$ cat config.mk
export PLATFORM = sky130hd
export DESIGN_NAME = mux_bus_lane_steer
export DESIGN_NICKNAME = d
export VERILOG_FILES = /design/src/rtl/mux_bus_lane_steer.sv
export SDC_FILE = /design/constraint.sdc
export NUM_CORES = 1
export LEC_CHECK = 0
export BUFFER_PORTS_ARGS = -buffer_cell sky130_fd_sc_hd__buf_4
export CAP_MARGIN = 20
export CELL_PAD_IN_SITES_DETAIL_PLACEMENT = 2
export CELL_PAD_IN_SITES_GLOBAL_PLACEMENT = 2
export CORE_MARGIN = 2
export CORE_UTILIZATION = 35
export DETAILED_ROUTE_END_ITERATION = 10
export PLACE_DENSITY = 0.92
export SYNTH_ARGS = -nofsm -noshare
export SYNTH_HDL_FRONTEND = slang
export SYNTH_SLANG_ARGS = --single-unit
export TNS_END_PERCENT = 5
$ cat constraint.sdc
create_clock -name clk -period 7 [get_ports clk]
set_input_delay 0.35 -clock clk [delete_from_list [all_inputs] [get_ports clk]]
set_output_delay 0.35 -clock clk [all_outputs]
set_load 0.02 [all_outputs]
$ cat src/rtl/mux_bus_lane_steer.sv
module mux_bus_lane_steer (
  input  logic        clk,
  input  logic        rst_n,
  input  logic        req_valid,
  input  logic        req_write,
  input  logic [31:0] req_addr,
  input  logic [31:0] req_wdata,
  input  logic [1:0]  req_port,
  input  logic        req_shift,
  output logic        busy,
  output logic        done,
  output logic [31:0] rdata,
  output logic [31:0] bus_ad_out,
  output logic [3:0]  bus_lane_oe,
  output logic        bus_start,
  output logic [3:0]  bus_be,
  output logic        bus_rnw,
  input  logic [31:0] bus_rd_in,
  input  logic        bus_ready
);

  typedef enum logic [1:0] {S_IDLE, S_ADDR, S_DATA} st_t;

  st_t         st;
  logic        wr_q, shift_q, done_q;
  logic [1:0]  port_q, beat_q;
  logic [31:0] addr_q, wdata_q, hold_q;

  wire is32 = (port_q == 2'b00);
  wire is8  = (port_q == 2'b01);
  wire is16 = port_q[1];

  wire last_beat = is32 | (is16 & beat_q[0]) | (is8 & (beat_q == 2'd3));

  logic [1:0] off;
  always_comb begin
    if (is8)       off = beat_q;
    else if (is16) off = {beat_q[0], 1'b0};
    else           off = 2'd0;
  end
  wire [31:0] beat_addr = addr_q + {30'd0, off};

  logic [3:0] lane_m;
  always_comb begin
    if (is32)     lane_m = 4'b1111;
    else if (is8) lane_m = shift_q ? 4'b0001 : 4'b1000;
    else          lane_m = shift_q ? 4'b0011 : 4'b1100;
  end
  wire [31:0] lane_bits = {{8{lane_m[3]}}, {8{lane_m[2]}}, {8{lane_m[1]}}, {8{lane_m[0]}}};

  wire [7:0]  byte_sel = wdata_q[{beat_q, 3'b000} +: 8];
  wire [15:0] half_sel = wdata_q[{beat_q[0], 4'b0000} +: 16];
  wire [31:0] place = is32 ? wdata_q : (is8 ? {4{byte_sel}} : {2{half_sel}});

  wire [31:0] data_drive = wr_q ? ((place & lane_bits) | (beat_addr & ~lane_bits)) : beat_addr;

  wire [7:0]  rx_byte = shift_q ? bus_rd_in[7:0]  : bus_rd_in[31:24];
  wire [15:0] rx_half = shift_q ? bus_rd_in[15:0] : bus_rd_in[31:16];

  assign busy        = (st != S_IDLE);
  assign done        = done_q;
  assign rdata       = hold_q;
  assign bus_start   = (st == S_ADDR);
  assign bus_be      = (st == S_DATA) ? lane_m : 4'b0000;
  assign bus_rnw     = (st == S_IDLE) | ~wr_q;
  assign bus_ad_out  = (st == S_ADDR) ? beat_addr : ((st == S_DATA) ? data_drive : 32'd0);
  assign bus_lane_oe = (st == S_ADDR) ? 4'b1111 :
                       ((st == S_DATA) ? (wr_q ? 4'b1111 : ~lane_m) : 4'b0000);

  always_ff @(posedge clk or negedge rst_n) begin
    if (!rst_n) begin
      st      <= S_IDLE;
      wr_q    <= 1'b0;
      shift_q <= 1'b0;
      done_q  <= 1'b0;
      port_q  <= 2'b00;
      beat_q  <= 2'd0;
      addr_q  <= 32'd0;
      wdata_q <= 32'd0;
      hold_q  <= 32'd0;
    end else begin
      done_q <= 1'b0;
      case (st)
        S_IDLE: if (req_valid) begin
          wr_q    <= req_write;
          shift_q <= req_shift;
          port_q  <= req_port;
          addr_q  <= req_addr;
          wdata_q <= req_wdata;
          beat_q  <= 2'd0;
          hold_q  <= 32'd0;
          st      <= S_ADDR;
        end
        S_ADDR: st <= S_DATA;
        S_DATA: if (bus_ready) begin
          if (!wr_q) begin
            if (is32)     hold_q <= bus_rd_in;
            else if (is8) hold_q[{beat_q, 3'b000} +: 8] <= rx_byte;
            else          hold_q[{beat_q[0], 4'b0000} +: 16] <= rx_half;
          end
          if (last_beat) begin
            st     <= S_IDLE;
            done_q <= 1'b1;
          end else begin
            beat_q <= beat_q + 2'd1;
            st     <= S_ADDR;
          end
        end
        default: st <= S_IDLE;
      endcase
    end
  end

  assert_addr_clock_R2: assert property (@(posedge clk) disable iff (!rst_n)
    bus_start |-> (bus_be == 4'b0000) && (bus_lane_oe == 4'b1111));

  assert_start_then_data_R2: assert property (@(posedge clk) disable iff (!rst_n)
    bus_start |=> !bus_start && (bus_be != 4'b0000));

  assert_lane_pattern_R4: assert property (@(posedge clk) disable iff (!rst_n)
    (bus_be != 4'b0000) |-> ((bus_be == 4'b1111) || (bus_be == 4'b1000) || (bus_be == 4'b1100) ||
                             (bus_be == 4'b0001) || (bus_be == 4'b0011)));

  assert_read_lanes_R6: assert property (@(posedge clk) disable iff (!rst_n)
    ((bus_be != 4'b0000) && bus_rnw) |-> ((bus_lane_oe & bus_be) == 4'b0000) &&
                                         ((bus_lane_oe | bus_be) == 4'b1111));

  assert_hold_phase_R9: assert property (@(posedge clk) disable iff (!rst_n)
    ((bus_be != 4'b0000) && !bus_ready) |=> $stable(bus_be) && $stable(bus_ad_out) && $stable(bus_lane_oe));

  assert_done_pulse_R10: assert property (@(posedge clk) disable iff (!rst_n)
    done |=> !done);

  assert_idle_after_R11: assert property (@(posedge clk) disable iff (!rst_n)
    done |-> !busy && !bus_start && (bus_be == 4'b0000) && (bus_lane_oe == 4'b0000));

  assert_no_start_idle_R1: assert property (@(posedge clk) disable iff (!rst_n)
    (!busy && !$past(busy)) |-> !bus_start);

endmodule

* Yosys cells after proc, flatten, opt, wreduce, memory -nomap -nowiden
Index checks and enable logic that the tools add are counted.
** Word-level totals
- Input bits :: 104
- Flip-flop bits (word level) :: 105
- Logic and storage cells :: 82
- Output and inout port bits :: 76
** Operators by class
- Reduce and logical (&&, ||, !) cells :: 8
- Muxes and demuxes :: 36
- Equality and inequality tests :: 8
- Add/sub/neg operators :: 4
- Bitwise operators :: 11
- Shifts and indexed selects :: 6
** Operators with widths (number)
- 2-to-1 mux 32 bit :: 10
- bitwise AND 32 bit :: 2
- bitwise mux 32 bit :: 2
- case mux 32 bit (2 select lines) :: 1
- adder 32 x 2 -> 32 bit :: 1
- 2-to-1 mux 4 bit :: 8
- inverter 32 bit :: 1
- OR 32 bit :: 1
- variable shift 16 x 7 -> 32 bit (first input constant) :: 1
- variable shift 8 x 7 -> 32 bit (first input constant) :: 1
- indexed part select 16 x 7 -> 32 bit :: 1
- indexed part select 32 x 6 -> 16 bit :: 1
- indexed part select 32 x 6 -> 8 bit :: 1
- indexed part select 8 x 7 -> 32 bit :: 1
- 2-to-1 mux 16 bit :: 1
- 2-to-1 mux 2 bit :: 7
- negation 5 -> 7 bit :: 2
- 2-to-1 mux 8 bit :: 1
- != test 2 bit (second input constant) :: 4
- AND reduction 4 bit :: 2
- case mux 2 bit (3 select lines) :: 1
- == test 2 x 1 -> 1 bit (second input constant) :: 2
- == test 2 bit (second input constant) :: 2
- logical NOT 2 bit :: 2
- other kinds (9) :: 17

* Depth between registers and ports, before layout
- Word-level depth :: 9
- Depth in mapped cells :: 12
- Mapped depth without buffers :: 9

* Worst setup path before layout
Ideal clock, no wire load.
- Path kind :: register to output
- Start point :: register beat_q[0]
- End point :: output bus_ad_out[30]
- Slack :: 3.633 ns
- Buffers on the path :: 3
- Data arrival time :: 3.017 ns
- Stages on the path, launching flop included :: 13
- Required time :: 6.650 ns
- Path through :: dfrtp_1 -> buf_4 -> buf_4 -> inv_1 -> clkbuf_1 -> nor2_1 -> ha_1 -> fa_1 -> nand4_4 -> nor4_4 -> nand4_1 -> xor2_1 -> o32ai_1
** Between the ends
- Longest elaborated chain between the ends :: 8
** Ends and longest elaborated chain
- start: declaration :: line 26 : logic [1:0] port_q, beat_q;
- start signal: assignment :: line 105 : beat_q <= beat_q + 2'd1;
- 2-to-1 mux 2 bit, or another cell as far along :: line 38 : else if (is16) off = {beat_q[0], 1'b0};
- 2-to-1 mux 2 bit or 2-to-1 mux 32 bit (tied branches) :: line 37, 53
- adder 32 x 2 -> 32 bit or 2-to-1 mux 32 bit (tied branches) :: line 41, 53
- bitwise AND 32 bit :: line 55 : wire [31:0] data_drive = wr_q ? ((place & lane_bits) | (beat_addr & ~lane_bits)) : beat_addr;
- OR 32 bit :: line 55
- 2-to-1 mux 32 bit :: line 55
- 2-to-1 mux 32 bit :: line 66 : assign bus_ad_out = (st == S_ADDR) ? beat_addr : ((st == S_DATA) ? data_drive : 32'd0);
- 2-to-1 mux 32 bit (*) :: line 66
- end: declaration :: line 13 : output logic [31:0] bus_ad_out,
Mark *: on every way between the ends. The rest lies on a longest branch, timed or not.

* Worst setup path after layout
- Start point :: register port_q[0]
- End point :: output bus_ad_out[30]
** Between the ends
- Longest elaborated chain between the ends :: 9
** Ends and longest elaborated chain
- start: declaration :: line 26
- start signal: assignment :: line 87 : port_q <= req_port;
- branches (longest 8 deep; another with adder 32 x 2 -> 32 bit)
- 2-to-1 mux 32 bit (*) :: line 66
Every way passes the cells marked *.

==> results.md <==
* Maximum clock rate at 233 MHz
* Final hold vios at 0
* First-pass GRT wire length at 45.3 mm
* Max Clock Skew at 0.00772 ns
* Grt ovf at 0
* Vias in the first global route at 7678
* Commonest non-fill, non-tap cell in the layout: buf_4
* Overall Global Routing Usage at 27.4%
* CTS hold repair buffers at 1
* Final min period at 4.28 ns
* Post-route DRC violation count at 0
* Initial antenna violation count at 0
* Pleak at 0.00378 uW
* Max-slew headroom at 29.7%
* PwrDens at 520 nW/um^2
* Maxcap violations at 0
* Worst EP arrival at 3.93 ns
* Crit Path Class: reg2out
* Final core utilization at 45.5%
* Final Total Pwr at 4620 uW
* Ys async rst share at 100%
* RD Place Congestion at 0.901
* Type of destination of the critical path: primary output
* Clock slew at reported path FFs at 0.08 ns
* Netlist cell types at 59
* Fin crit share at 61.2%
* Via density at 5.99
* Worst hold path type: in2reg
* Synthesis-to-layout area growth at 27.0%
* Number of port buffers at 179
* Setup crit start kind: flip-flop
* #FFs+latches synth at 105
* Critical path data required time at 6.65 ns
* Post-synth top area cell: dfrtp_1
* Seq/Total Area, Yosys at 37.6%
* Root Buffer: clkbuf_16
* Post-CTS setup buffers at 0
* Syn Std Cell Area at 6990 sq um
* Cells after Synth at 737
* Total CTS buffers at 9
* Synth warn at 0
* Full die area at 21100 sq um
* Clock Sinks at 105
* Hold Worst Slack at 0.210 ns
* Layout Nets at 1001
* Num ports at 180
* Die X at 145 um
* CTS tree: done
* Starting Density at 35.8%
* Synth top area share at 37.6%
* Row count at 51
* Slew at the pin closest to its max-slew limit at 1.05 ns
* Routed wire length per instance at 25.4 um
* Slew Limit Fails at 0
* Setup tns final at 0 ns
* Setup violators final at 0
* Final ANT Viol Nets at 0
* DPL Wire Length at 22.3 mm
* Pin count of the biggest net entering global routing at 81
* Post-synth top flop: dfrtp_1
* PostCTS Resize Cnt at 0
* Fill cell total of the finished layout at 2138
* Die height at 145 um
* Status: finished, final reports clean
* Drt first-iter violations at 428
* Syn avg cell area at 9.48 sq um
* Syn_nets at 849
* Top post-synthesis cells by area: dfrtp_1 (38%), mux2_2 (11%), mux2i_1 (7.3%)
* Peak VDD IR at 0.231 mV
* Core area at 19500 sq um
* Worst-path fanout max at 23
* Number of synthesized flops with an enable pin at 0
* Bufs on Longest Clock Path at 2
* Design Area, Final at 8870 sq um
* Routed WL at 29.4 mm
* RSZ-0062 raised after global routing: no
* H-tree depth at 3
* Layout cells sized above 1 at 32.6%
* # diodes at 0
* Total number of vias at 6946
* DRT Pass-1 Iters at 4
* Commonest cells after routing, fill and taps aside: buf_4 (190), dfrtp_1 (104), o21ai_0 (72), mux2_2 (67), nand2_1 (63)
* Clock Latency Late Sink at 0.36 ns
* Placed instance area at 8530 sq um
==> layer usage <==
metal	global-route usage, %	part of all wire (%)	vias to the layer above
li1	-	-	3055
met1	32.8	40	3516
met2	48.6	50	291
met3	4.12	5.7	84
met4	12.1	4.3	0
met5	0	0	-
==> flip-flops by register name, indices dropped and copies added (netlist names) <==
| name | flops |
|---|---|
| done | 1 |
| wr_q | 1 |
| beat_q | 2 |
| st | 2 |
| wdata_q | 32 |
| rdata | 32 |
| addr_q | 32 |
| shift_q | 1 |
| port_q | 2 |
==> cell type report <==
type                       count  area, sq um  area share, %
clock inverter                 6         72.6          0.818
tap                          265          332           3.74
multi-input combinational    571         4110           46.3
sequential                   105         2630           29.6
timing repair buffer         192         1460           16.4
clock buffer                  10          239           2.69
inverter                      10         37.5          0.423
==> logic make-up (layout without fill, tap and decap cells) <==
family          after synthesis  after routing  share of synthesized area (%)
simple gates                184            184                           13.9
xor+xnor                     30             30                           3.76
buf+inv                      61            218                           3.74
compound gates              229            229                           20.7
flops                       105            105                           37.6
fa+ha+maj                     8              8                           1.54
mux                         120            120                           18.7
==> stage by stage <==
stage / cells / worst slack, ns
final: 1159 / 2.72
after global routing: 1159 / 2.45
after CTS: 1157 / 2.78
after detailed placement: 1140 / 3.17
after global placement: 1140 / 3.39
after floorplan: 737 / 3.63
==> worst paths after layout <==
check / from / endpoint / slack, ns / depth (start not counted)
worst max-delay path: port_q[0] / bus_ad_out[30] / 2.72 / 9
worst min-delay path: bus_ready / st[1] / 0.21 / 2
worst max register to register: port_q[0] / rdata[16] / 4.18 / 4
worst min register to register: rdata[17] / rdata[17] / 0.50 / 2
max in group asynchronous: rst_n / wdata_q[16] / 5.44 / 4
min in group asynchronous: rst_n / rdata[23] / 0.44 / 2
==> worst max-delay path, stage by stage (launching register included) <==
cell and delay (ns):
dfrtp_1 0.80, nand3b_1 0.50, nand2_1 0.27, fa_1 0.30, nand4_4 0.18, nor4_4 0.62, nand4_1 0.18, xor2_1 0.19
o32ai_1 0.32, buf_4 0.20
==> where the power goes <==
| group | switching [uW] | internal [uW] | total, uW |
|---|---|---|---|
| logic | 1710 | 1070 | 2790 |
| clock network | 267 | 294 | 560 |
| registers | 380 | 890 | 1270 |
==> cell usage after synthesis (all sizes together) (4+ instances only) <==
cell,count
dfrtp,105
o21ai,78
mux2,67
nand2,63
mux2i,51
a21oi,50
clkbuf,29
nor2,24
buf,22
nand3,20
o22ai,19
xor2,19
nor3,14
nand4,13
nor2b,13
xnor2,11
a211oi,10
a32o,10
and2,10
o2111ai,10
o211ai,10
inv,9
ha,7
o32ai,7
a21o,6
nand2b,6
o21a,6
and3,5
a22o,4
o221ai,4
Note: power is estimated with default switching activity, not from simulation.
